### src/rtl/intc_pkg.sv
package intc_pkg;
  localparam int GRP_W  = 4;
  localparam int VIEW_W = 2;
  localparam int N_CTRL = 7;

  localparam logic [GRP_W-1:0] G_TRIG0 = 4'd0;
  localparam logic [GRP_W-1:0] G_MASK  = 4'd6;
  localparam logic [GRP_W-1:0] G_RISE  = 4'd7;
  localparam logic [GRP_W-1:0] G_FALL  = 4'd8;
  localparam logic [GRP_W-1:0] G_PEND0 = 4'd9;
  localparam logic [GRP_W-1:0] G_PEND1 = 4'd10;
  localparam logic [GRP_W-1:0] G_DIAG  = 4'd11;

  localparam logic [VIEW_W-1:0] V_READ = 2'd0;
  localparam logic [VIEW_W-1:0] V_SET  = 2'd1;
  localparam logic [VIEW_W-1:0] V_CLR  = 2'd2;

  // Status latching enables, derived from the trigger code planes
  function automatic logic rise_mode(logic [2:0] code);
    return code == 3'b001 || code == 3'b011;
  endfunction

  function automatic logic fall_mode(logic [2:0] code);
    return code == 3'b010 || code == 3'b011;
  endfunction

  // Activity of one source from its code, synced level and status bits
  function automatic logic src_active(logic [2:0] code, logic lvl,
                                      logic rst, logic fst);
    case (code)
      3'b001:  return rst;
      3'b010:  return fst;
      3'b011:  return rst | fst;
      3'b101:  return lvl;
      3'b110:  return ~lvl;
      default: return 1'b0;
    endcase
  endfunction
endpackage

### src/rtl/intc_sync.sv
module intc_sync #(
  parameter int W = 32
) (
  input  logic         clk,
  input  logic         rst_n,
  input  logic [W-1:0] async_i,
  output logic [W-1:0] sync_o
);
  logic [W-1:0] meta_q, sync_q;

  always_ff @(posedge clk or negedge rst_n) begin
    if (!rst_n) begin
      meta_q <= '0;
      sync_q <= '0;
    end else begin
      meta_q <= async_i;
      sync_q <= meta_q;
    end
  end

  assign sync_o = sync_q;
endmodule

### src/rtl/intc_alias_reg.sv
module intc_alias_reg #(
  parameter int W = 32
) (
  input  logic         clk,
  input  logic         rst_n,
  input  logic [W-1:0] set_i,
  input  logic [W-1:0] clr_i,
  output logic [W-1:0] q_o
);
  logic [W-1:0] q;

  always_ff @(posedge clk or negedge rst_n) begin
    if (!rst_n) q <= '0;
    else        q <= (q & ~clr_i) | set_i;
  end

  assign q_o = q;

  assert_hold_unwritten_R2: assert property (@(posedge clk) disable iff (!rst_n)
    ((~$past(set_i | clr_i)) & (q ^ $past(q))) == '0);
endmodule

### src/rtl/intc_edge.sv
module intc_edge #(
  parameter int W = 32
) (
  input  logic         clk,
  input  logic         rst_n,
  input  logic [W-1:0] sync_i,
  input  logic [W-1:0] rise_en_i,
  input  logic [W-1:0] fall_en_i,
  input  logic [W-1:0] rise_clr_i,
  input  logic [W-1:0] fall_clr_i,
  output logic [W-1:0] rise_st_o,
  output logic [W-1:0] fall_st_o
);
  logic [W-1:0] prev_q, rise_st, fall_st;
  logic [W-1:0] ev_rise, ev_fall;

  assign ev_rise = sync_i & ~prev_q & rise_en_i;
  assign ev_fall = ~sync_i & prev_q & fall_en_i;

  always_ff @(posedge clk or negedge rst_n) begin
    if (!rst_n) begin
      prev_q  <= '0;
      rise_st <= '0;
      fall_st <= '0;
    end else begin
      prev_q  <= sync_i;
      rise_st <= (rise_st & ~rise_clr_i) | ev_rise;
      fall_st <= (fall_st & ~fall_clr_i) | ev_fall;
    end
  end

  assign rise_st_o = rise_st;
  assign fall_st_o = fall_st;

  assert_rise_needs_edge_R4: assert property (@(posedge clk) disable iff (!rst_n)
    (rise_st & ~$past(rise_st) & ~$past(ev_rise)) == '0);
  assert_fall_needs_edge_R4: assert property (@(posedge clk) disable iff (!rst_n)
    (fall_st & ~$past(fall_st) & ~$past(ev_fall)) == '0);
  assert_rise_cleared_R4: assert property (@(posedge clk) disable iff (!rst_n)
    (rise_st & $past(rise_clr_i & ~ev_rise)) == '0);
  assert_fall_cleared_R4: assert property (@(posedge clk) disable iff (!rst_n)
    (fall_st & $past(fall_clr_i & ~ev_fall)) == '0);
endmodule

### src/rtl/intc_dual_req.sv
module intc_dual_req
  import intc_pkg::*;
#(
  parameter int NSRC = 32,
  parameter int AW   = GRP_W + VIEW_W
) (
  input  logic            clk,
  input  logic            rst_n,
  input  logic            bus_we,
  input  logic [AW-1:0]   bus_addr,
  input  logic [NSRC-1:0] bus_wdata,
  output logic [NSRC-1:0] bus_rdata,
  input  logic [NSRC-1:0] src_in,
  output logic            req0_o,
  output logic            req1_o,
  output logic            wake_o
);
  localparam int G_ROUTE_IDX = 4;
  localparam int G_WAKE_IDX  = 5;
  localparam int G_MASK_IDX  = 6;

  logic [GRP_W-1:0]  grp;
  logic [VIEW_W-1:0] view;
  logic [NSRC-1:0]   ctrl_q [N_CTRL];
  logic [NSRC-1:0]   sync_lvl, rise_st, fall_st, active;
  logic [NSRC-1:0]   rise_en, fall_en, pend0, pend1, diag_q;
  logic [NSRC-1:0]   rise_clr, fall_clr;

  assign grp  = bus_addr[AW-1:VIEW_W];
  assign view = bus_addr[VIEW_W-1:0];

  // Control planes: trigger bits 0..2, source select, route, wake, mask
  for (genvar g = 0; g < N_CTRL; g++) begin : g_ctrl
    logic [NSRC-1:0] set_w, clr_w;
    assign set_w = (bus_we && grp == GRP_W'(g) && view == V_SET) ? bus_wdata : '0;
    assign clr_w = (bus_we && grp == GRP_W'(g) && view == V_CLR) ? bus_wdata : '0;
    intc_alias_reg #(.W(NSRC)) u_plane (
      .clk(clk), .rst_n(rst_n), .set_i(set_w), .clr_i(clr_w), .q_o(ctrl_q[g])
    );
  end

  always_ff @(posedge clk or negedge rst_n) begin
    if (!rst_n)                                     diag_q <= '0;
    else if (bus_we && grp == G_DIAG && view == V_SET) diag_q <= bus_wdata;
  end

  intc_sync #(.W(NSRC)) u_sync (
    .clk(clk), .rst_n(rst_n), .async_i(src_in), .sync_o(sync_lvl)
  );

  for (genvar i = 0; i < NSRC; i++) begin : g_src
    logic [2:0] code;
    assign code      = {ctrl_q[2][i], ctrl_q[1][i], ctrl_q[0][i]};
    assign rise_en[i] = rise_mode(code);
    assign fall_en[i] = fall_mode(code);
    assign active[i]  = src_active(code, sync_lvl[i], rise_st[i], fall_st[i]);
  end

  assign rise_clr = (bus_we && grp == G_RISE && view == V_CLR) ? bus_wdata : '0;
  assign fall_clr = (bus_we && grp == G_FALL && view == V_CLR) ? bus_wdata : '0;

  intc_edge #(.W(NSRC)) u_edge (
    .clk(clk), .rst_n(rst_n), .sync_i(sync_lvl),
    .rise_en_i(rise_en), .fall_en_i(fall_en),
    .rise_clr_i(rise_clr), .fall_clr_i(fall_clr),
    .rise_st_o(rise_st), .fall_st_o(fall_st)
  );

  assign pend0  = active & ctrl_q[G_MASK_IDX] & ctrl_q[G_ROUTE_IDX];
  assign pend1  = active & ctrl_q[G_MASK_IDX] & ~ctrl_q[G_ROUTE_IDX];
  assign req0_o = |pend0;
  assign req1_o = |pend1;
  assign wake_o = |(active & ctrl_q[G_WAKE_IDX]);

  always_comb begin
    if (grp < GRP_W'(N_CTRL)) bus_rdata = ctrl_q[grp[2:0]];
    else begin
      case (grp)
        G_RISE:  bus_rdata = rise_st;
        G_FALL:  bus_rdata = fall_st;
        G_PEND0: bus_rdata = pend0;
        G_PEND1: bus_rdata = pend1;
        G_DIAG:  bus_rdata = diag_q;
        default: bus_rdata = '0;
      endcase
    end
  end

  assert_route_exclusive_R8: assert property (@(posedge clk) disable iff (!rst_n)
    (pend0 & pend1) == '0);
  assert_masked_quiet_R7: assert property (@(posedge clk) disable iff (!rst_n)
    ((pend0 | pend1) & ~ctrl_q[G_MASK_IDX]) == '0);
  assert_no_req_all_masked_R1: assert property (@(posedge clk) disable iff (!rst_n)
    (ctrl_q[G_MASK_IDX] == '0) |-> (!req0_o && !req1_o));
  assert_level_follows_R5: assert property (@(posedge clk) disable iff (!rst_n)
    ((rise_en | fall_en) == '0 && $stable(sync_lvl) && $stable(ctrl_q[2])
     && $stable(ctrl_q[1]) && $stable(ctrl_q[0])) |-> $stable(active));
endmodule

### config.mk
export PLATFORM = sky130hd
export DESIGN_NAME = intc_dual_req
export DESIGN_NICKNAME = d
export VERILOG_FILES = /design/src/rtl/intc_pkg.sv /design/src/rtl/intc_sync.sv /design/src/rtl/intc_alias_reg.sv /design/src/rtl/intc_edge.sv /design/src/rtl/intc_dual_req.sv
export SDC_FILE = /design/constraint.sdc
export NUM_CORES = 1
export LEC_CHECK = 0
export BUFFER_PORTS_ARGS = -buffer_cell sky130_fd_sc_hd__buf_2
export CORE_MARGIN = 5
export CORE_UTILIZATION = 30
export DETAILED_ROUTE_END_ITERATION = 16
export SLEW_MARGIN = 5
export SYNTH_ARGS = -nofsm -noshare
export SYNTH_HDL_FRONTEND = slang
export SYNTH_SLANG_ARGS = --single-unit
### constraint.sdc
create_clock -name clk -period 2.1 [get_ports clk]
set_input_delay 0 -clock clk [delete_from_list [all_inputs] [get_ports clk]]
set_output_delay 0 -clock clk [all_outputs]
set_load 0.01 [all_outputs]
Yosys cells after proc, flatten, opt, wreduce, memory -nomap -nowiden --
Index checks and enable logic that the tools add are counted.
Cells by class: order comparisons 2, eq/ne operators 173, mux-type cells 53, bitwise logic cells 103, reduce and logical (&&, ||, !) cells 95
Operators with widths (count):
- two-way mux 32 bit | 19
- bitwise AND 32 bit | 17
- inverter 32 bit | 12
- bitwise OR 32 bit | 9
- == test 3 x 2 -> 1 bit (second input constant) | 64
- == test 3 bit (second input constant) | 64
- case mux 1 bit (5 select lines) | 32
- case mux 32 bit (5 select lines) | 1
- binary-select mux 32 bit (select 3 bit) | 1
- == test 3 x 1 -> 1 bit (second input constant) | 32
- OR reduction 32 bit | 3
- logical OR 1 bit | 64
- inverter 1 bit | 32
- bitwise OR 1 bit | 32
- logical AND 1 bit | 27
- == test 4 x 3 -> 1 bit (second input constant) | 4
- == test 4 bit (second input constant) | 4
- == test 4 x 2 -> 1 bit (second input constant) | 2
- == test 4 x 1 -> 1 bit (second input constant) | 1
- >= comparator 4 bit (second input constant) | 1
- zero test 4 bit | 1
- < comparator 4 x 3 -> 1 bit (second input constant) | 1
- inverter 3 -> 4 bit | 1
- == test 2 x 1 -> 1 bit (second input constant) | 1
- == test 2 bit (second input constant) | 1
Storage, ports and cells: register bits 416, input port bits 73, output and inout bits 35, word-level logic and storage cells 439

Logic depth before layout (Yosys ltp) --
Gate-level depths: netlist of run 1.
depth in word-level cells 7, mapped depth 9, gate-level depth less buffers 6

Modules after synthesis --
From an unflattened synthesis of run 1, not the netlist that was laid out.
Second synthesis, totals: cells, all modules 2424, area total of the unflattened synthesis 23417.5 um^2
Modules (own cells, without submodules):
- intc_dual_req | times used 1, cells each 1400, area each 10211.0 um^2, seq. area each 800.8 um^2
- intc_alias_reg | times used 7, cells each 96, area each 1161.1 um^2, seq. area each 800.8 um^2
- intc_edge | times used 1, cells each 288, area each 3477.1 um^2, seq. area each 2402.3 um^2
- intc_sync | times used 1, cells each 64, area each 1601.5 um^2, seq. area each 1601.5 um^2

Worst setup path before layout of run 1 --
No wires, ideal clock.
path kind register -> output, start register g_ctrl[2].u_plane.q[19], end output wake_o, arrival time 1586 ps, setup slack 514 ps, cell stages (with the launch flop) 6, buffers on the path 0, path through dfrtp_1 or4bb_1 nand4_1 a22oi_1 nand4_1 or4_1
On the way: word-level cells in the longest chain between the ends 4, elaborated cells between the ends (all ways) 8
RTL lines:
- start: declaration | RTL line intc_alias_reg.sv:10 | logic [W-1:0] q;
- start signal: assignment | RTL line intc_alias_reg.sv:14 | else q <= (q & ~clr_i) | set_i;
- == test 3 bit, or another cell as far along | RTL line intc_pkg.sv:30 | case (code)
- case mux 1 bit (5 select lines) * | RTL line intc_pkg.sv:30
- bitwise AND 32 bit * | RTL line intc_dual_req.sv:73 | assign wake_o = |(active & ctrl_q[G_WAKE_IDX]);
- OR reduction 32 bit * | RTL line intc_dual_req.sv:73
- end: declaration | RTL line intc_dual_req.sv:16 | output logic wake_o
Mark *: on every way between the ends. The rest lies on a longest branch, timed or not.

Final worst setup path of run 1 --
start register g_ctrl[1].u_plane.q[8], end output wake_o
On the way: word-level cells in the longest chain between the ends 4, elaborated cells between the ends (all ways) 8
RTL lines (RTL line):
- start: declaration | intc_alias_reg.sv:10
- start signal: assignment | intc_alias_reg.sv:14
- == test 3 bit, or another cell as far along | intc_pkg.sv:30
- case mux 1 bit (5 select lines) * | intc_pkg.sv:30
- bitwise AND 32 bit * | intc_dual_req.sv:73
- OR reduction 32 bit * | intc_dual_req.sv:73
Marks and branches as above.

==> results of run 1 <==
[cell families after synthesis]
| logic type | Yosys count |
|---|---|
| AO/OA/AOI/OAI | 486 |
| buffers and inverters | 175 |
| flip-flops | 416 |
| multiplexers | 96 |
| AND/OR/NAND/NOR | 709 |
[area by class of cell]
cell class                 instances  area share (%)
clock buffer                      74           5.542
tap                              873           4.139
inverter                           6         0.08533
clock inverter                    11          0.3413
multi-input combinational       1291           36.93
timing repair buffer             419           13.36
sequential                       416           39.61
[metal layers]
layer	vias up	GRT usage, %	part of all wire [%]
met2	797	30.72	46
met1	9088	27.07	42
met4	4	7.252	3.6
li1	7776	-	-
met5	-	0	0.031
met3	183	4.182	8.0
[metrics by stage]
step / worst slack [ps] / instance area (sq um) / hold slack (ps) / std cells
CTS: -634.9 / 26060 / 14.22 / 3068
finish: -682.7 / 26390 / 34.91 / 3090
global placement: -178.3 / 23110 / -50.67 / 2879
detailed placement: -190.5 / 23110 / -52.14 / 2879
global route: -859.8 / 26390 / 32.54 / 3090
floorplan: 514.3 / 20420 / -295.6 / 1882
[registers in the layout, summed over array words and instances, names as in the netlist]
signal,cells
u_edge.rise_st_o,32
u_sync.meta_q,32
u_sync.sync_o,32
u_edge.fall_st_o,32
diag_q,32
u_edge.prev_q,32
g_ctrl.u_plane.q_o,224
[worst max-delay path, stage by stage, from the launching register on]
cell and delay [ps]:
dfrtp_1 420, nand4bb_1 120, nand4_1 250, buf_4 230
a22oi_2 140, buf_4 150, nand4_1 130, or4_4 590
buf_6 150
[power groups by stage]
| stage | registers [W] | clock network [W] | logic, W |
|---|---|---|---|
| after global routing | 0.0109 | 0.00890 | 0.00539 |
| after global placement | 0.0107 | 0 | 0.00420 |
| after CTS | 0.0106 | 0.00853 | 0.00484 |
| after floorplan | 0.0103 | 0 | 0.00242 |
| final | 0.0107 | 0.00837 | 0.00504 |
| after detailed placement | 0.0107 | 0 | 0.00428 |
[cells in the mapped netlist, drive strengths merged, types with 3 or more instances]
| cell type | instances | area share (%) |
|---|---|---|
| dfrtp | 416 | 51 |
| nand2 | 367 | 6.7 |
| a22o | 224 | 9.6 |
| clkbuf | 115 | 2.1 |
| a21o | 63 | 2.3 |
| nor4bb | 63 | 3.1 |
| nand3b | 62 | 2.3 |
| buf | 54 | 1.5 |
| o211ai | 53 | 1.9 |
| nand4 | 50 | 1.5 |
| nand3 | 39 | 0.96 |
| nor2 | 37 | 0.68 |
| o21ai | 36 | 0.88 |
| a222oi | 32 | 1.6 |
| mux2 | 32 | 1.8 |
| mux2i | 32 | 1.6 |
| mux4 | 32 | 3.5 |
| nand4b | 32 | 1.4 |
| nand4bb | 29 | 1.6 |
| a21oi | 20 | 0.49 |
| a22oi | 17 | 0.62 |
| o311ai | 11 | 0.47 |
| nor2b | 9 | 0.28 |
| o31a | 9 | 0.39 |
| o22ai | 8 | 0.25 |
| inv | 6 | 0.11 |
| nor3 | 5 | 0.20 |
| a32oi | 4 | 0.17 |
| nor4 | 4 | 0.12 |
| o221ai | 4 | 0.17 |
| a41o | 3 | 0.15 |
| and2 | 3 | 0.092 |
| nand2b | 3 | 0.092 |
| or4bb | 3 | 0.17 |
[cell usage in the layout (no fill, tap or decap), types with 32 or more instances in the layout]
cell and n:
dfrtp_1 381, nand2_1 353, a22o_1 224, buf_4 196, buf_2 94, dlygate4sd3_1 65, nor4bb_1 63, a21o_1 63
nand3b_1 62, o211ai_1 53, clkbuf_16 51, nand4_1 50, buf_6 40, dfrtp_2 35, nand3_1 33, mux4_2 32
mux2i_1 32, nand4b_1 32, a222oi_1 32
[what timing repair did]
item                                    CTS  global route
endpoints found under the setup margin   35            35
hold endpoints to repair                768             0
pin swaps                                50            40
hold buffers                             66             0
resized for setup                       114            60
buffers inserted                         46            31
[worst paths after layout]
path,startpoint,to,cells past startpoint,slack (ps)
setup reg to reg,g_ctrl[2].u_plane.q_o[17],u_edge.rise_st_o[17],5,660
setup / recovery,g_ctrl[1].u_plane.q_o[8],wake_o,8,-680
hold reg to reg,u_sync.meta_q[17],u_sync.sync_o[17],0,330
min in group asynchronous,rst_n,u_sync.meta_q[9],3,140
max in group asynchronous,rst_n,g_ctrl[2].u_plane.q_o[27],3,1510
hold / removal,src_in[11],u_sync.meta_q[11],2,30
==> results.py, run 1 <==
metrics = {
    "sta": {
        "setup-violations-final": 26,
        "final.min_clock_period_ps": 2783,
        "finalWorstSetupSlack_ps": -682.7,
        "fmax_ghz": 0.3594,
        "tightest_slew_ps": 1093,
        "rsz0062_at_grt": "true",
        "slew_violations": 0,
        "max-slew-margin-rel_pct": 26.95,
        "final-hold-violation-count": 0,
        "timing.final.crit_share_pct": 132.5,
        "tns_ps": -4106,
        "skew_ps": 22.63,
    },
    "power_and_ir_drop": {
        "combPwrFrac_pct": 20.9,
        "p_switching_w": 0.007174,
        "totalPowerFinal_w": 0.02411,
        "p_leak_nw": 11.35,
        "power_frac_seq_pct": 44.4,
        "cellPowerDensity_mw_per_mm2": 913.5,
        "p_int_w": 0.01694,
        "swShare_pct": 29.75,
        "peakVddDrop_mv": 0.6267,
        "clkPwrFrac_pct": 34.7,
    },
    "place": {
        "numPortBuffers": 107,
        "gp_congestion": 0.8979,
        "dp_hpwl_microns": 48130,
    },
    "routing": {
        "viasPerCell": 5.776,
        "drc": 0,
        "dr.pass1.iters": 9,
        "wire_per_inst_microns": 24.09,
        "wirelength_microns": 74440,
        "drtAntennaViolNets": 0,
        "vias": 17850,
        "drt_iter0_drc": 1674,
    },
    "synthesis": {
        "syn-cell-area_sq_mm": 0.02042,
        "synth_ff_type": "dfrtp_1",
        "syn-num-nets": 1955,
        "synth_xor_area_share_pct": 0,
        "synthSimpleGateAreaFrac_pct": 19.32,
        "synthAdderAreaFrac_pct": 0,
        "ys_seq_elements": 416,
        "synth_compound_area_share_pct": 19.12,
        "ys_seq_area_share_pct": 50.98,
        "postSynthAreaPerCell_sq_um": 10.85,
        "synth_edf_count": 0,
        "synth.distinct_cells": 47,
        "synth_top_family_by_area": "simple AND/OR/NAND/NOR gates",
        "synthArstFlopShare_pct": 100.0,
        "syn_inst": 1882,
        "synth_mux_area_share_pct": 6.862,
        "synth_warnings": 0,
    },
    "die": {
        "start_util_pct": 30.30,
        "core_area_sq_mm": 0.06740,
        "row_count": 95,
        "die_y_microns": 270.9,
        "pin_count": 108,
        "die-area_sq_mm": 0.07339,
        "die_width_microns": 270.9,
    },
    "global_routing": {
        "grt_pass1_wl_microns": 113300,
        "grtUsageTotal_pct": 19.69,
        "grt_max_degree": 77,
        "grt.overflow.total": 0,
        "first_global_vias": 17750,
        "antenna_found_initial": 2,
    },
    "run_status": {
        "status": "finished, violations left",
        "violations": "setup timing",
    },
    "clocking": {
        "clock_latency_ps": 610,
        "cts_htree_levels": 2,
        "cts_tree": "yes",
        "root_buffer": "clkbuf_16",
        "clkTransAtPathRegs_ps": 60,
        "numCtsBuffers": 49,
        "max-clock-path-buffers": 3,
        "cts_sinks": 416,
    },
    "min_path": {
        "worstHoldPathType": "primary input to register",
    },
    "run": {
        "maxCapViolCount": 0,
    },
    "final_layout": {
        "drive_above_1_share_pct": 27.42,
        "syn2layout_area_growth_pct": 29.24,
        "n_antenna_cell": 0,
        "multi_input_area_sq_mm": 0.009746,
        "fill_cells": 6413,
        "postLayoutCoreUtil_pct": 39.16,
        "nNetsFinal": 2256,
        "regArea_sq_mm": 0.01045,
    },
    "critical_path": {
        "critPathLaunchType": "register",
        "crit_arrival_ps": 2780,
        "crit_type": "register to output pin",
        "critPathRequiredTime_ps": 2100,
        "endpoint_kind": "output pin",
        "cp_max_fo": 4,
    },
}
Power figures use the tool's default switching activity.
==> inputs of run 2 (changes only) <==
--- a/config.mk
+++ b/config.mk
@@ -6,9 +6,12 @@
 export NUM_CORES = 1
 export LEC_CHECK = 0
 export BUFFER_PORTS_ARGS = -buffer_cell sky130_fd_sc_hd__buf_2
+export CELL_PAD_IN_SITES_DETAIL_PLACEMENT = 0
+export CELL_PAD_IN_SITES_GLOBAL_PLACEMENT = 2
 export CORE_MARGIN = 5
 export CORE_UTILIZATION = 30
 export DETAILED_ROUTE_END_ITERATION = 16
+export PLACE_DENSITY_LB_ADDON = 0.1
 export SLEW_MARGIN = 5
 export SYNTH_ARGS = -nofsm -noshare
 export SYNTH_HDL_FRONTEND = slang
==> run 2 against run 1 <==
  * The flow still finishes with violations (setup timing)
  * Die area is the same
  * Count of clock-buffer cells in the layout decreased by 1
  * Critical path depth fell by 1
  * Clock power up 13%
  * Global-route usage increased by 2.3 points
  * Worst hold slack got worse by 1.0 ps
  * Combinational power rose by 12%
  * Sequential power hardly changed
  * Fmax up 0.14%
  * Core utilization grew 1.4 points
  * Wire length grew 11%
  * Largest cell class unchanged
==> results.py, run 2 (synthesis gave the netlist of run 1 again) <==
metrics = {
    "die": {
        "pin_count": 108,
        "start_util_pct": 30.30,
        "die_width_microns": 270.9,
        "row_count": 95,
        "die_y_microns": 270.9,
        "die-area_sq_mm": 0.07339,
        "core_area_sq_mm": 0.06740,
    },
    "power_and_ir_drop": {
        "totalPowerFinal_w": 0.02574,
        "peakVddDrop_mv": 0.5751,
        "cellPowerDensity_mw_per_mm2": 941.9,
        "p_leak_nw": 11.97,
    },
    "final_layout": {
        "n_antenna_cell": 0,
        "fill_cells": 6446,
        "final_cell_mix": "dfrtp_1, nand2_1, buf_4, a22o_1, buf_2",
        "drive_above_1_share_pct": 29.55,
        "fin_cells": 3171,
        "postLayoutCoreUtil_pct": 40.55,
        "nNetsFinal": 2332,
        "final_common_cell": "dfrtp_1",
        "largest_reg_flops": 224,
        "design_area_sq_mm": 0.02733,
        "syn2layout_area_growth_pct": 33.83,
    },
    "routing": {
        "viasPerCell": 5.530,
        "wire_per_inst_microns": 25.98,
        "highest_layer": "met5",
        "wirelength_microns": 82390,
        "drc": 0,
        "dr.pass1.iters": 6,
        "wl_met1_microns": 38370,
        "met3_length_microns": 3969,
        "drtAntennaViolNets": 0,
        "drt_iter0_drc": 1368,
        "vias": 17540,
        "wl_met2_microns": 37850,
    },
    "place": {
        "dp_hpwl_microns": 54260,
        "place_area_sq_mm": 0.02390,
        "gp_congestion": 0.8113,
        "placedCellCount": 2965,
        "numPortBuffers": 107,
    },
    "global_routing": {
        "grtUsageTotal_pct": 22.04,
        "antenna_found_initial": 1,
        "grt.overflow.total": 0,
        "first_global_vias": 18050,
        "grt_pass1_wl_microns": 122900,
        "grt_max_degree": 106,
    },
    "critical_path": {
        "critPathBufInv": 2,
        "cpMaxStageDelayCell": "or4_4",
        "cp_common_cell": "nand4_1",
        "crit_type": "register to output pin",
        "path_delay_family": "simple AND/OR/NAND/NOR gates",
        "cp_max_fo": 5,
        "crit_chain": "or4bb_1 -> nand4_1 -> buf_4 -> a22oi_2 -> nand4_1 -> or4_4 -> buf_6",
        "crit_arrival_ps": 2780,
        "endpoint_kind": "output pin",
        "critPathRequiredTime_ps": 2100,
        "critPathMaxStageDelay_ps": 590,
        "critPathLaunchType": "register",
    },
    "clocking": {
        "cts_tree": "yes",
        "clkTransAtPathRegs_ps": 60,
        "root_buffer": "clkbuf_16",
        "numCtsBuffers": 53,
        "clock_latency_ps": 600,
        "max-clock-path-buffers": 3,
        "cts_htree_levels": 2,
        "cts_sinks": 416,
    },
    "min_path": {
        "worstHoldPathType": "primary input to async pin",
    },
    "sta": {
        "setup-violations-final": 23,
        "timing.final.crit_share_pct": 132.3,
        "tns_ps": -4133,
        "fmax_ghz": 0.3599,
        "max-slew-margin-rel_pct": 47.94,
        "final-hold-violation-count": 0,
        "finalWorstSetupSlack_ps": -678.9,
        "skew_ps": 11.11,
        "rsz0062_at_grt": "true",
        "slew_violations": 0,
        "final.min_clock_period_ps": 2779,
        "tightest_slew_ps": 779.0,
    },
    "run": {
        "maxCapViolCount": 0,
    },
    "run_status": {
        "violations": "setup timing",
        "status": "finished, violations left",
    },
}
run 2: power by group:
| part | leakage [nW] | internal, W | switching (W) |
|---|---|---|---|
| Clock | 0.883 | 0.00570 | 0.00377 |
| Sequential | 5.21 | 0.00931 | 0.00128 |
| Combinational | 5.88 | 0.00313 | 0.00254 |
| Total | 12.0 | 0.0181 | 0.00759 |
run 2: worst paths after layout:
kind / startpoint / endpoint / slack [ps] / depth (start not counted)
setup / recovery: g_ctrl[1].u_plane.q_o[21] / wake_o / -680 / 7
hold / removal: rst_n / g_ctrl[3].u_plane.q_o[15] / 30 / 3
setup reg to reg: g_ctrl[2].u_plane.q_o[12] / u_edge.rise_st_o[12] / 850 / 4
hold reg to reg: u_sync.meta_q[5] / u_sync.sync_o[5] / 350 / 0
max in group asynchronous: rst_n / u_sync.meta_q[13] / 1400 / 3
min in group clk: src_in[6] / u_sync.meta_q[6] / 30 / 2
run 2: metrics by stage:
stage / worst slack (ps) / hold slack [ps]
after floorplan: 514.3 / -295.6
after global placement: -167.1 / -173.3
after detailed placement: -181.8 / -173.7
after CTS: -624.6 / 1.799
after global routing: -707.9 / 23.38
final: -678.9 / 33.89
run 2: area by class of cell:
cell class	instances	area (sq um)	share of cell area [%]
clock inverters	21	241.5	0.8836
flip-flops and latches	416	10440	38.19
multi-input cells	1291	9808	35.89
repair buffers	491	4188	15.32
well taps	873	1092	3.997
inverters	6	22.52	0.08241
clock buffers	73	1541	5.640
run 2: routing by layer:
metal | vias to the layer above | track usage, %
li1 | 7960 | -
met1 | 8997 | 31.28
met2 | 452 | 34.90
met3 | 124 | 3.783
met4 | 2 | 6.012
met5 | - | 0
run 2: worst min-delay path: cells and delay by family:
kind     cells  cell delay, ps
buf+inv      3             980
run 2: timing repair:
action                                 in CTS  in global routing
setup endpoints to repair                  34                 35
gates resized for setup                   125                 49
buffers inserted                           44                 19
endpoints found under the hold margin     768                  0
hold buffers                               66                  0
pin swaps                                  48                 46
cloned                                      0                  0
==> inputs of run 3 (changes only) <==
--- a/config.mk
+++ b/config.mk
@@ -12,6 +12,7 @@
 export CORE_UTILIZATION = 30
 export DETAILED_ROUTE_END_ITERATION = 16
 export PLACE_DENSITY_LB_ADDON = 0.1
+export SKIP_LAST_GASP = 1
 export SLEW_MARGIN = 5
 export SYNTH_ARGS = -nofsm -noshare
 export SYNTH_HDL_FRONTEND = slang
==> run 3 against run 2 <==
  * The flow still finishes with violations (setup timing)
  * Sequential power about the same
  * Global-route usage about the same
  * Combinational power about the same
  * Design area decreased by 0.25%
  * First-iteration DRC count decreased by 0.88%
  * Via count decreased by 0.29%
  * Wire length decreased by 0.13%
==> results.py, run 3 (synthesis gave the netlist of run 1 again) <==
metrics = {
    "die": {
        "die_y_microns": 270.9,
        "core_area_sq_mm": 0.06740,
        "die_width_microns": 270.9,
        "start_util_pct": 30.30,
        "pin_count": 108,
        "die-area_sq_mm": 0.07339,
        "row_count": 95,
    },
    "power_and_ir_drop": {
        "cellPowerDensity_mw_per_mm2": 942.9,
        "p_leak_nw": 11.96,
        "peakVddDrop_mv": 0.5762,
        "totalPowerFinal_w": 0.02570,
    },
    "routing": {
        "drtAntennaViolNets": 0,
        "drt_iter0_drc": 1356,
        "viasPerCell": 5.512,
        "drc": 0,
        "wire_per_inst_microns": 25.94,
        "vias": 17490,
        "dr.pass1.iters": 6,
        "wirelength_microns": 82280,
    },
    "sta": {
        "final.min_clock_period_ps": 2745,
        "finalWorstSetupSlack_ps": -645.4,
        "tightest_slew_ps": 788.1,
        "skew_ps": 11.61,
        "rsz0062_at_grt": "true",
        "timing.final.crit_share_pct": 130.7,
        "slew_violations": 0,
        "fmax_ghz": 0.3643,
        "final-hold-violation-count": 0,
        "max-slew-margin-rel_pct": 47.34,
        "fin_hold_ws_ps": 33.23,
        "setup-violations-final": 23,
    },
    "place": {
        "pre_cts_ws_ps": -181.8,
        "place_area_sq_mm": 0.02390,
        "dp_hpwl_microns": 54260,
        "gp_congestion": 0.8113,
        "numPortBuffers": 107,
    },
    "global_routing": {
        "grt.overflow.total": 0,
        "grt_max_degree": 106,
        "grtUsageTotal_pct": 22.01,
        "antenna_found_initial": 1,
        "grt_pass1_wl_microns": 122700,
        "first_global_vias": 18020,
    },
    "final_layout": {
        "syn2layout_area_growth_pct": 33.50,
        "fill_cells": 6441,
        "largest_reg_flops": 224,
        "nNetsFinal": 2333,
        "n_antenna_cell": 0,
        "postLayoutCoreUtil_pct": 40.45,
        "design_area_sq_mm": 0.02726,
        "drive_above_1_share_pct": 29.14,
        "final_common_cell": "dfrtp_1",
        "final_cell_mix": "dfrtp_1, nand2_1, buf_4, a22o_1, buf_2",
    },
    "critical_path": {
        "critPathRequiredTime_ps": 2100,
        "cp_common_cell": "nand4_1",
        "crit_type": "register to output pin",
        "critPathLaunchType": "register",
        "crit_arrival_ps": 2750,
        "cp_max_fo": 6,
        "critPathMaxStageDelay_ps": 440,
        "critPathBufInv": 2,
        "endpoint_kind": "output pin",
        "path_delay_family": "simple AND/OR/NAND/NOR gates",
        "crit_chain": "or4bb_1 -> nand4_1 -> nand3_1 -> nand2_1 -> nor4_1 -> buf_4 -> nand4_1 -> buf_2",
        "cpMaxStageDelayCell": "dfrtp_2",
    },
    "clocking": {
        "cts_tree": "yes",
        "root_buffer": "clkbuf_16",
        "max-clock-path-buffers": 3,
        "clkTransAtPathRegs_ps": 60,
        "numCtsBuffers": 53,
        "cts_sinks": 416,
        "cts_htree_levels": 2,
        "clock_latency_ps": 600,
    },
    "min_path": {
        "worstHoldPathType": "primary input to async pin",
    },
    "run_status": {
        "violations": "setup timing",
        "status": "finished, violations left",
    },
    "run": {
        "maxCapViolCount": 0,
    },
}
run 3: worst min-delay path, delay by kind of cell:
family / cells / cell delay [ps]
buffers and inverters: 3 / 980
run 3: cell type report:
class | instances | area [sq um] | share of cell area (%)
Multi-Input combinational cell | 1291 | 9784 | 35.89
Tap cell | 873 | 1092 | 4.007
Clock buffer | 73 | 1541 | 5.655
Timing Repair Buffer | 492 | 4150 | 15.22
Clock inverter | 21 | 241.5 | 0.8858
Inverter | 6 | 22.52 | 0.08261
Sequential cell | 416 | 10430 | 38.26
run 3: power breakdown:
group          internal, W  switching, W
logic              0.00311       0.00254
clock network      0.00570       0.00377
registers          0.00931       0.00128
run 3: stage by stage:
stage / std cells / setup TNS, ps
4_1_cts: 3160 / -5777
5_1_grt: 3172 / -6979
3_5_place_dp: 2965 / -425.1
2_1_floorplan: 1882 / 0
6_report: 3172 / -4207
3_3_place_gp: 2965 / -354.7
run 3: worst paths after layout:
path	to	slack [ps]	depth (start not counted)	startpoint
worst max-delay path	req0_o	-650	8	g_ctrl[2].u_plane.q_o[19]
worst min-delay path	u_edge.fall_st_o[15]	30	3	rst_n
worst max register to register	u_edge.rise_st_o[12]	850	4	g_ctrl[2].u_plane.q_o[12]
worst min register to register	u_sync.sync_o[5]	350	0	u_sync.meta_q[5]
max in group asynchronous	g_ctrl[2].u_plane.q_o[8]	1400	4	rst_n
min in group clk	u_sync.meta_q[6]	30	2	src_in[6]
run 3: timing repair:
action	CTS	global route
hold buffers	66	0
pin swaps	48	47
cloned	0	0
hold endpoints to repair	768	0
gates resized for setup	109	41
setup buffers	44	19
endpoints found under the setup margin	34	35
run 3: per-layer routing:
layer | vias to the layer above | share of wire (%) | GRT usage [%]
met1 | 8955 | 46 | 31.29
met5 | - | 0.016 | 0
met2 | 447 | 46 | 34.79
li1 | 7959 | - | -
met4 | 2 | 2.7 | 6.012
met3 | 122 | 5.4 | 3.783
